`src/rtl/qdec_pkg.sv`:
```
package qdec_pkg;
  typedef enum logic [1:0] {
    STEP_NONE = 2'd0,
    STEP_UP   = 2'd1,
    STEP_DOWN = 2'd2,
    STEP_BAD  = 2'd3
  } step_e;
endpackage

```
`src/rtl/qdec_filter.sv`:
```
module qdec_filter #(
  parameter int SYNC_STAGES = 2,
  parameter int FILT_CYC    = 2
) (
  input  logic clk,
  input  logic rst_n,
  input  logic raw,
  output logic lvl
);
  localparam int CW = (FILT_CYC > 1) ? $clog2(FILT_CYC) : 1;

  logic [SYNC_STAGES-1:0] chain;
  logic                   synced;
  logic [CW-1:0]          run;

  always_ff @(posedge clk) begin
    if (!rst_n) chain <= '0;
    else        chain <= {chain[SYNC_STAGES-2:0], raw};
  end

  assign synced = chain[SYNC_STAGES-1];

  always_ff @(posedge clk) begin
    if (!rst_n) begin
      run <= '0;
      lvl <= 1'b0;
    end else if (synced == lvl) begin
      run <= '0;
    end else if (run == CW'(FILT_CYC - 1)) begin
      run <= '0;
      lvl <= synced;
    end else begin
      run <= run + 1'b1;
    end
  end

  AST_FILT_FROM_SYNC: assert property (@(posedge clk) disable iff (!rst_n)
    !$stable(lvl) |-> ($past(synced) == lvl));
endmodule

```
`src/rtl/qdec_decode.sv`:
```
module qdec_decode
  import qdec_pkg::*;
(
  input  logic       clk,
  input  logic       rst_n,
  input  logic       a,
  input  logic       b,
  input  logic       fast,
  output step_e      step,
  output logic [1:0] mag
);
  logic a_p, b_p;
  logic ea, eb;

  always_ff @(posedge clk) begin
    if (!rst_n) begin
      a_p <= 1'b0;
      b_p <= 1'b0;
    end else begin
      a_p <= a;
      b_p <= b;
    end
  end

  assign ea = a ^ a_p;
  assign eb = b ^ b_p;

  always_comb begin
    step = STEP_NONE;
    mag  = fast ? 2'd2 : 2'd1;
    if (fast) begin
      if (ea) step = (a != b) ? STEP_UP : STEP_DOWN;
    end else if (ea && eb) begin
      step = STEP_BAD;
    end else if (ea) begin
      step = (a != b) ? STEP_UP : STEP_DOWN;
    end else if (eb) begin
      step = (a == b) ? STEP_UP : STEP_DOWN;
    end
  end
endmodule

```
`src/rtl/qdec_track.sv`:
```
module qdec_track
  import qdec_pkg::*;
#(
  parameter int POS_W = 16,
  parameter int TB_W  = 16
) (
  input  logic             clk,
  input  logic             rst_n,
  input  step_e            step,
  input  logic [1:0]       mag,
  output logic [POS_W-1:0] pos,
  output logic             dir,
  output logic [TB_W-1:0]  stamp,
  output logic             upd,
  output logic             err
);
  logic [TB_W-1:0] tbase;

  always_ff @(posedge clk) begin
    if (!rst_n) begin
      tbase <= '0;
      pos   <= '0;
      dir   <= 1'b0;
      stamp <= '0;
      upd   <= 1'b0;
      err   <= 1'b0;
    end else begin
      tbase <= tbase + 1'b1;
      upd   <= 1'b0;
      case (step)
        STEP_UP: begin
          pos   <= pos + POS_W'(mag);
          dir   <= 1'b1;
          stamp <= tbase;
          upd   <= 1'b1;
        end
        STEP_DOWN: begin
          pos   <= pos - POS_W'(mag);
          dir   <= 1'b0;
          stamp <= tbase;
          upd   <= 1'b1;
        end
        STEP_BAD: err <= 1'b1;
        default: ;
      endcase
    end
  end

  AST_POS_QUIET: assert property (@(posedge clk) disable iff (!rst_n)
    !upd |-> (pos == $past(pos)));
  AST_STEP_SIZE: assert property (@(posedge clk) disable iff (!rst_n)
    upd |-> ((dir ? POS_W'(pos - $past(pos)) : POS_W'($past(pos) - pos)) inside {POS_W'(1), POS_W'(2)}));
  AST_STAMP_QUIET: assert property (@(posedge clk) disable iff (!rst_n)
    !upd |-> $stable(stamp));
  AST_ERR_STICKY: assert property (@(posedge clk) disable iff (!rst_n)
    err |=> err);
  AST_ERR_NO_MOVE: assert property (@(posedge clk) disable iff (!rst_n)
    $rose(err) |-> !upd);
endmodule

```
`src/rtl/qdec_stamp.sv`:
```
module qdec_stamp
  import qdec_pkg::*;
#(
  parameter int POS_W       = 16,
  parameter int TB_W        = 16,
  parameter int SYNC_STAGES = 2,
  parameter int FILT_CYC    = 2
) (
  input  logic             clk,
  input  logic             rst_n,
  input  logic             enc_a,
  input  logic             enc_b,
  input  logic             fast_mode,
  output logic [POS_W-1:0] pos,
  output logic             dir,
  output logic [TB_W-1:0]  stamp,
  output logic             upd,
  output logic             err
);
  localparam int NCH = 2;

  logic [NCH-1:0] raw_in;
  logic [NCH-1:0] clean;
  step_e          step;
  logic [1:0]     mag;

  assign raw_in = {enc_a, enc_b};

  for (genvar i = 0; i < NCH; i++) begin : g_ch
    qdec_filter #(
      .SYNC_STAGES(SYNC_STAGES),
      .FILT_CYC   (FILT_CYC)
    ) u_filt (
      .clk  (clk),
      .rst_n(rst_n),
      .raw  (raw_in[i]),
      .lvl  (clean[i])
    );
  end

  qdec_decode u_dec (
    .clk  (clk),
    .rst_n(rst_n),
    .a    (clean[1]),
    .b    (clean[0]),
    .fast (fast_mode),
    .step (step),
    .mag  (mag)
  );

  qdec_track #(
    .POS_W(POS_W),
    .TB_W (TB_W)
  ) u_trk (
    .clk  (clk),
    .rst_n(rst_n),
    .step (step),
    .mag  (mag),
    .pos  (pos),
    .dir  (dir),
    .stamp(stamp),
    .upd  (upd),
    .err  (err)
  );

  AST_FAST_DOUBLE: assert property (@(posedge clk) disable iff (!rst_n)
    (upd && $past(fast_mode)) |-> (POS_W'(pos - $past(pos)) inside {POS_W'(2), {POS_W{1'b1}} - POS_W'(1)}));
  AST_FAST_NO_ERR: assert property (@(posedge clk) disable iff (!rst_n)
    ($past(fast_mode) && !$past(err)) |-> !err);
endmodule

```
`config.mk`:
```
export PLATFORM = sky130hd
export DESIGN_NAME = qdec_stamp
export DESIGN_NICKNAME = d
export VERILOG_FILES = /design/src/rtl/qdec_pkg.sv /design/src/rtl/qdec_filter.sv /design/src/rtl/qdec_decode.sv /design/src/rtl/qdec_track.sv /design/src/rtl/qdec_stamp.sv
export SDC_FILE = /design/constraint.sdc
export NUM_CORES = 1
export LEC_CHECK = 0
export ABC_AREA = 1
export BUFFER_PORTS_ARGS = -buffer_cell sky130_fd_sc_hd__buf_4
export CELL_PAD_IN_SITES_DETAIL_PLACEMENT = 0
export CELL_PAD_IN_SITES_GLOBAL_PLACEMENT = 1
export CORE_ASPECT_RATIO = 0.8
export CORE_MARGIN = 2
export CORE_UTILIZATION = 40
export CTS_CLUSTER_DIAMETER = 200
export DETAILED_ROUTE_END_ITERATION = 8
export PLACE_DENSITY = 0.79
export RECOVER_POWER = 50
export SYNTH_ARGS = -nofsm -noshare
export SYNTH_HDL_FRONTEND = slang
export SYNTH_SLANG_ARGS = --single-unit
```
`constraint.sdc`:
```
create_clock -name clk -period 7.2 [get_ports clk]
set_input_delay 0.36 -clock clk [delete_from_list [all_inputs] [get_ports clk]]
set_output_delay 0.36 -clock clk [all_outputs]
set_load 0.01 [all_outputs]
```
==> results summary, run 1 <==
The hold-fix buffer count after cts is 0. The share of total power consumed by net switching came out at roughly two fifths. The highest layer used for signal routing is met4.

The initial antenna violation count was 0. The gate count of the mapped netlist is 530. The worst IR drop on VDD came out at ~0.00011 V. Setup repair after global routing left no endpoint under its margin. The via count of the first global-routing pass came out at ~3000. The sink count of the clock tree came out at 61. The placeable core area is 8410 µm². The summed instance area of the synthesized netlist came out at between 3000 and 4000 µm². The top cell types in the final layout, fill and taps aside, are sky130_fd_sc_hd__nand2_1, sky130_fd_sc_hd__inv_1, sky130_fd_sc_hd__dfxtp_1. The overall track demand over capacity in global routing came out at 18.4%. The die outline width came out at between 100 and 150 µm. The power after layout is roughly 1.1 mW. The routability congestion estimate is roughly 0.88. From bottom edge to top edge, the die measures between 80 and 90 µm. After the last flow step, the layout net total stands at 575. The count of synthesis-stage warnings from yosys came out at 0. The routed length on met3 is approximately 440 µm. The hold path depth is 3.

The number of instances resized during post-cts repair came out at 0. The number of buffers added by the clock tree synthesis step is 9. At the pin with the least slew margin, the transition time is between 1500 and 2000 ps. The post-placement worst setup slack came out at around 3900 ps. The worst setup skew after layout is between 9 and 10 ps. The post-route DRC violation count came out at 0. The area growth from synthesis to layout came out at 12.4%.

The tool flagged a number of max-cap violations equal to 1. The hold violation count in the final report is 0. The normalized max-slew margin came out at -14.6%. The leading cell type in the layout, fill and taps excluded is sky130_fd_sc_hd__nand2_1. The wire length of the first global-routing pass came out at about 14 mm.

The synthesized netlist contains 30 unique library cells. Based on the critical path, the design can be clocked at up to slightly above 0.3 GHz. In the final routed layout, each cell accounts on average for 11.9 µm. The class of the tightest hold or removal check is in2reg. The count of cells along the worst register-to-register path is 18. The startpoint type of the worst setup path is a flip-flop.

For this design the total switching power over the nets is 0.431 mW. The number of vias after detailed routing came out at between 3000 and 4000. The final setup violation count is 0. The final reports fail on max-capacitance violations, max-slew violations.

The clock network fraction of design power is 30.0%. The TritonCTS clock tree is done. The routed metal-1 wire length is 4.14 mm.

The initial standard-cell utilization of the core came out at between 40 and 50%. The average cell area after synthesis came out at between 6 and 7 µm². The filler cells instantiated in the layout total around 930. The internal power of the cells came out at approximately 0.70 mW.

The maximum fanout count along the critical path came out at 33. The initialized floorplan defines 30 standard-cell rows. The count of port buffers added during placement is 39. The setup TNS is 0 ps.

The number of setup buffers added after CTS is 0. The total die area came out at about 9300 µm². At the later pin of the worst-skew pair, clock insertion delay measures 340 ps. The net count after synthesis is about 540. The run finished, with violations left. The mean number of vias per cell is roughly 4.8. The total met2 wirelength after detailed routing is ~3.5 mm. The finished layout holds between 600 and 700 standard cells, fillers aside. The power density over cell area came out at about 290 nW/µm². After the first detailed-routing iteration, the DRC count stood at ~150.

At the worst endpoint, the arrival time is 3520 ps. The flip-flop and latch count after synthesis came out at 61. The fraction of layout instances using a drive strength above 1 is about 7.9%.

The clock slew at the register clock pins of the worst setup and hold paths is ~70 ps. The number of slew-limit violations in the final report came out at 47. After legalization and detailed placement, the total HPWL measured 5.74 mm. The worst setup path is captured at a flip-flop.

STA puts the critical path data required time at 7480 ps. Wires add up to slightly above 8 mm. In this run the static leakage power is roughly 1.8 nW. The master cell of the clock root buffer is sky130_fd_sc_hd__clkbuf_8.

The share of power burned in registers is a little under two fifths. The number of iterations in the first detailed-routing pass is 4. The combinational share of power came out at about a third. The number of antenna diodes in the final layout is 0. The cell count after placement is roughly 660.

The setup path with the least slack is of type reg2reg. The number of placed I/O pins came out at 40. The post-route worst setup slack came out at ~4000 ps. The buffer levels on the longest clock path came out at 2. The largest net degree at the start of global routing came out at 50. The CTS H-tree depth is 3. Once detail routing completed, the nets flagged for antenna violations numbered 0.

Sequential cells were found to cover approximately 36% of the synthesized design area. The total overflow reported by the global router is 0. For the finished layout, the period the worst path requires is 3230 ps.

The portion of the clock cycle consumed by the worst path in the final layout came out at 44.9%.
## metrics by stage
| stage | area, µm² | utilization [%] | hold slack (ps) |
|---|---|---|---|
| after floorplan | 3420 | - | 390 |
| after global placement | 3760 | 44.7 | 403 |
| after detailed placement | 3760 | 44.7 | 400 |
| after CTS | 3970 | 47.2 | 191 |
| after global routing | 3850 | 45.8 | 187 |
| final | 3850 | 45.8 | 203 |
## worst paths after layout
path	to	from	slack, ps
worst max-delay path	u_trk.pos[8]	g_ch[1].u_filt.lvl	3970
worst max register to register	u_trk.pos[8]	g_ch[1].u_filt.lvl	3970
worst min register to register	g_ch[1].u_filt.chain[1]	g_ch[1].u_filt.chain[0]	410
worst min-delay path	g_ch[0].u_filt.chain[0]	enc_b	200
## layer usage
layer	GRT usage, %	vias up
li1	-	1722
met1	25.4	1444
met2	28.6	71
met3	4.29	6
met4	5.83	0
met5	0	-
## registers in the layout, summed over array words and instances (netlist names), 2 cells and up
name and flops:
u_trk.tbase 16, g_ch.u_filt.run 2, g_ch.u_filt.lvl 2, u_trk.stamp 16, u_trk.pos 16, g_ch.u_filt.chain 4
## cell type report
cell class	instances	area [µm²]	share of cell area [%]
clock buffer	10	128	3.32
tap	112	140	3.64
sequential	61	1220	31.7
clock inverter	6	87.6	2.28
multi-input combinational	365	1770	46.0
inverter	85	319	8.29
timing repair buffer	41	184	4.78
## power groups by stage
stage / Sequential [mW] / Combinational [mW] / Clock (mW)
2_1_floorplan: 0.446 / 0.262 / 0
3_3_place_gp: 0.434 / 0.396 / 0
3_5_place_dp: 0.435 / 0.397 / 0
4_1_cts: 0.427 / 0.400 / 0.348
5_1_grt: 0.434 / 0.420 / 0.363
6_report: 0.426 / 0.366 / 0.339
## cell usage after synthesis
| cell type | number | area, µm² |
|---|---|---|
| sky130_fd_sc_hd__nand2_1 | 142 | 533 |
| sky130_fd_sc_hd__inv_1 | 81 | 304 |
| sky130_fd_sc_hd__dfxtp_1 | 61 | 1220 |
| sky130_fd_sc_hd__nor2_1 | 49 | 184 |
| sky130_fd_sc_hd__a21oi_1 | 44 | 220 |
| sky130_fd_sc_hd__nand3_1 | 39 | 195 |
| sky130_fd_sc_hd__o21ai_0 | 37 | 185 |
| sky130_fd_sc_hd__clkbuf_1 | 11 | 41.3 |
| sky130_fd_sc_hd__nand2_2 | 7 | 43.8 |
| sky130_fd_sc_hd__xor2_1 | 7 | 61.3 |
| sky130_fd_sc_hd__ha_1 | 6 | 75.1 |
| sky130_fd_sc_hd__nor2_2 | 5 | 31.3 |
| sky130_fd_sc_hd__buf_6 | 4 | 45.0 |
| sky130_fd_sc_hd__inv_2 | 4 | 15.0 |
| sky130_fd_sc_hd__nor2_4 | 4 | 45.0 |
| sky130_fd_sc_hd__o21a_1 | 4 | 30.0 |
| sky130_fd_sc_hd__a211oi_1 | 3 | 22.5 |
| sky130_fd_sc_hd__nand4_1 | 3 | 18.8 |
| sky130_fd_sc_hd__nor3_1 | 3 | 15.0 |
| sky130_fd_sc_hd__xnor2_1 | 3 | 26.3 |
| sky130_fd_sc_hd__buf_2 | 2 | 10.0 |
| sky130_fd_sc_hd__o211ai_1 | 2 | 15.0 |
| sky130_fd_sc_hd__o21ai_1 | 2 | 10.0 |
| sky130_fd_sc_hd__a31oi_1 | 1 | 6.26 |
| sky130_fd_sc_hd__and2_1 | 1 | 6.26 |
| sky130_fd_sc_hd__buf_1 | 1 | 3.75 |
| sky130_fd_sc_hd__buf_8 | 1 | 15.0 |
| sky130_fd_sc_hd__fa_1 | 1 | 20.0 |
| sky130_fd_sc_hd__o21bai_4 | 1 | 18.8 |
| sky130_fd_sc_hd__or2_2 | 1 | 6.26 |
## worst max-delay path, stage by stage (launching register included)
cell,delay [ps]
sky130_fd_sc_hd__dfxtp_1,430
sky130_fd_sc_hd__xor2_1,270
sky130_fd_sc_hd__nor2_1,80
sky130_fd_sc_hd__a21oi_1,220
sky130_fd_sc_hd__ha_1,190
sky130_fd_sc_hd__buf_4,330
sky130_fd_sc_hd__inv_2,220
sky130_fd_sc_hd__nor2_1,180
sky130_fd_sc_hd__inv_1,80
sky130_fd_sc_hd__fa_1,380
sky130_fd_sc_hd__inv_1,110
sky130_fd_sc_hd__nand2_1,100
sky130_fd_sc_hd__o21bai_4,150
sky130_fd_sc_hd__nand2_1,70
sky130_fd_sc_hd__nand2_1,80
sky130_fd_sc_hd__a21oi_1,60
sky130_fd_sc_hd__o21ai_1,100
sky130_fd_sc_hd__nand2_1,60
sky130_fd_sc_hd__inv_1,50
## logic make-up (layout without fill, tap and decap cells)
kind of cell	after synthesis	after routing	share of synthesized area (%)
AND/OR/NAND/NOR	254	254	31.5
adder cells (fa/ha/maj)	7	7	2.78
flip-flops	61	61	35.7
AO/OA/AOI/OAI	94	94	14.8
buffers and inverters	104	142	12.7
XOR/XNOR	10	10	2.56
No activity file was read; power rests on OpenSTA's default activity.
==> inputs of run 2 (changes only) <==
- clock period: 7.2 -> 3 ns (I/O delays scaled with it)
==> run 2 against run 1 <==
  * The flow still finishes with violations (max-capacitance violations, max-slew violations)
  * Hold slack better by 41 ps
  * Final area rose by 2.4%
  * Count of clock-buffer cells in the layout shrank 1
  * Combinational power rose by 150%
  * First-iteration DRC count grew 55%
  * Critical path depth fell by 2
  * Largest power group unchanged
  * Clock skew rose by 3.3 ps
  * Total power up 150%
  * Worst setup slack got worse by 3600 ps
  * Cell count grew 0.88%
  * Non-clock buffer count grew 6
  * Routed wire length up 0.80%
==> results summary, run 2 (synthesis results as in run 1) <==
The endpoint type of the worst setup path is a flip-flop. The area growth from synthesis to layout came out at 15.1%. The count of port buffers added during placement is 39 (unchanged).

The register-to-register path setup slack came out at 330 ps (-3640 ps). The static power due to leakage is 1.87 nW (+2.0%). The number of slew-limit violations in the final report is 47 (unchanged). The leading cell type in the layout, fill and taps excluded is sky130_fd_sc_hd__nand2_1. The detailed placer's ending HPWL is 5.82 mm (+1.5%). The CTS H-tree depth came out at 3 (unchanged).

The buffer levels on the longest clock path came out at 2 (unchanged). The initial antenna violation count is 0 (unchanged). The number of buffers added by the clock tree synthesis step came out at 9 (unchanged). The overall track demand over capacity in global routing was 19.0% (+0.55 points). The setup TNS came out at 0 ps (unchanged). The worst setup path is launched from a flip-flop. The portion of the clock cycle consumed by the worst path in the final layout came out at 89.0% (+44 points). The die outline width is 107 µm (unchanged). The number of placed I/O pins is 40 (unchanged). The total overflow reported by the global router came out at 0 (unchanged).

The largest registers in the layout are u_trk.pos (16), u_trk.stamp (16), u_trk.tbase (16). The critical path data required time is 3220 ps (-4260 ps). The number of max-cap violations is 1 (unchanged). The routed wirelength normalized by instance count came out at 11.9 µm (about the same). TritonCTS built the clock tree. The worst IR drop on VDD was 0.000349 V (+220%). The number of iterations in the first detailed-routing pass was 4 (unchanged). The total wire length after detailed routing came out at 8.18 mm (+0.80%). The clock slew at the register clock pins of the worst setup and hold paths was 80 ps (about the same).

The worst setup skew after layout came out at 12.8 ps (+3.26 ps). The sink count of the clock tree came to 61 (unchanged). The number of standard cells in the final layout excluding fillers came out at 686 (+0.88%). The via count of the first global-routing pass came out at 2952 (+0.89%). The number of vias after detailed routing is 3243 (unchanged). The height of the chip is 86.8 µm (unchanged). The final setup violation count was 0 (unchanged). The number of rows created at floorplan is 30 (unchanged). The slew of the pin with the lowest slew margin came out at 1750 ps (+31.7 ps).

The power density over cell area came out at 707 nW/µm² (+140%). The initial standard-cell utilization of the core came out at 40.7% (unchanged). The number of inserted diodes was 0 (unchanged). The largest net degree at the start of global routing is 47 (-6.0%). The tree is rooted in a sky130_fd_sc_hd__clkbuf_8. The class of the tightest hold or removal check is in2reg. The routability congestion estimate is 0.902 (+2.1%). The achievable clock frequency is 0.374 GHz (+21%). The total die area is 9320 µm² (unchanged).

The worst setup path is of the reg2reg kind. The time the worst path needs with I/O delays and setup is 2670 ps (-560 ps). The clock latency reported for the late side of the worst-skew pair is 330 ps (about the same). The placeable core area came out at 8410 µm² (unchanged).

The top cell types in the final layout, fill and taps aside, are sky130_fd_sc_hd__nand2_1, sky130_fd_sc_hd__inv_1, sky130_fd_sc_hd__dfxtp_1. The final reports fail on max-capacitance violations, max-slew violations. The cell count after placement came to 668 (+0.60%). The final net count was 581 (+1.0%). The post-route DRC violation count is 0 (unchanged).

The normalized max-slew margin was -16.7% (-2.1 points). The critical path arrival is 2890 ps (-630 ps). The mean number of vias per cell is 4.73 (-0.87%). The wire length of the first global-routing pass is 14.2 mm (+3.8%). The violation count after the first detailed-route iteration is 229 (+55%). The count of nets left with antenna violations after detail routing was 0 (unchanged). The fraction of layout instances using a drive strength above 1 was 9.41% (+1.5 points).

The hold violation count in the final report came out at 0 (unchanged). The run finished, with violations left. The maximum fanout count along the critical path is 6 (-82%).
## run 2: cell types whose count changed in the layout (fill, tap and decap cells not counted), moves of 2 or more
cell	before	now
sky130_fd_sc_hd__inv_6	0	2
sky130_fd_sc_hd__clkinv_2	2	0
sky130_fd_sc_hd__dlygate4sd3_1	0	2
sky130_fd_sc_hd__clkbuf_4	0	2
## run 2: cell type report
class | instances | area [µm²]
fillers | 913 | 4470
multi-input cells | 365 | 1780
flip-flops and latches | 61 | 1220
inverters | 85 | 319
repair buffers | 47 | 246
well taps | 112 | 140
clock buffers | 9 | 124
clock inverters | 7 | 106
## run 2: worst paths after layout
check	cells after the start	endpoint	start
worst min register to register	2	g_ch[0].u_filt.chain[1]	g_ch[0].u_filt.chain[0]
worst min-delay path	4	u_trk.pos[0]	fast_mode
worst max-delay path	16	u_trk.pos[12]	g_ch[0].u_filt.lvl
worst max register to register	16	u_trk.pos[12]	g_ch[0].u_filt.lvl
## run 2: critical path, cell delays in order, from the launching register on
cell                       delay (ps)
sky130_fd_sc_hd__dfxtp_1          460
sky130_fd_sc_hd__xor2_2           250
sky130_fd_sc_hd__nor2_1            90
sky130_fd_sc_hd__a21oi_2          170
sky130_fd_sc_hd__ha_2             250
sky130_fd_sc_hd__inv_2             40
sky130_fd_sc_hd__nor2_1           130
sky130_fd_sc_hd__inv_1             70
sky130_fd_sc_hd__fa_1             380
sky130_fd_sc_hd__inv_1            110
sky130_fd_sc_hd__nand2_1          100
sky130_fd_sc_hd__o21bai_4         160
sky130_fd_sc_hd__nand3_1          110
sky130_fd_sc_hd__nand4_1           80
sky130_fd_sc_hd__nand3_1           70
sky130_fd_sc_hd__nand2_1           60
sky130_fd_sc_hd__inv_1             40
## run 2: power breakdown
| group | total (mW) | internal [mW] | leakage [nW] | switching [mW] |
|---|---|---|---|---|
| clock | 0.856 | 0.483 | 0.116 | 0.374 |
| sequential | 1.02 | 0.922 | 0.500 | 0.0999 |
| combinational | 0.909 | 0.314 | 1.26 | 0.594 |
## run 2: per-stage QoR
step                hold slack (ps)  worst slack [ps]  utilization (%)  area [µm²]  total power [mW]
CTS                             223               224             48.2        4050              2.89
detailed placement              338               243             45.2        3800              2.02
global placement                333               334             45.2        3800              2.01
floorplan                       248               295                -        3420              1.70
global route                    258             -16.2             46.9        3940              3.01
finish                          244               329             46.9        3940              2.79
## run 2: metal layers
metal	part of all wire, %	routed length, µm	vias up	global-route usage [%]
met3	2.9	235	2	3.83
met2	43	3540	37	28.7
met1	53	4370	1465	27.6
li1	-	-	1739	-
met4	0.44	36	0	4.90
met5	0	0	-	0
## run 2: repair_timing
action	in CTS	in global routing
endpoints found under the setup margin	0	7
setup buffers	0	0
endpoints found under the hold margin	2	0
hold buffers	2	0
resized for setup	0	5
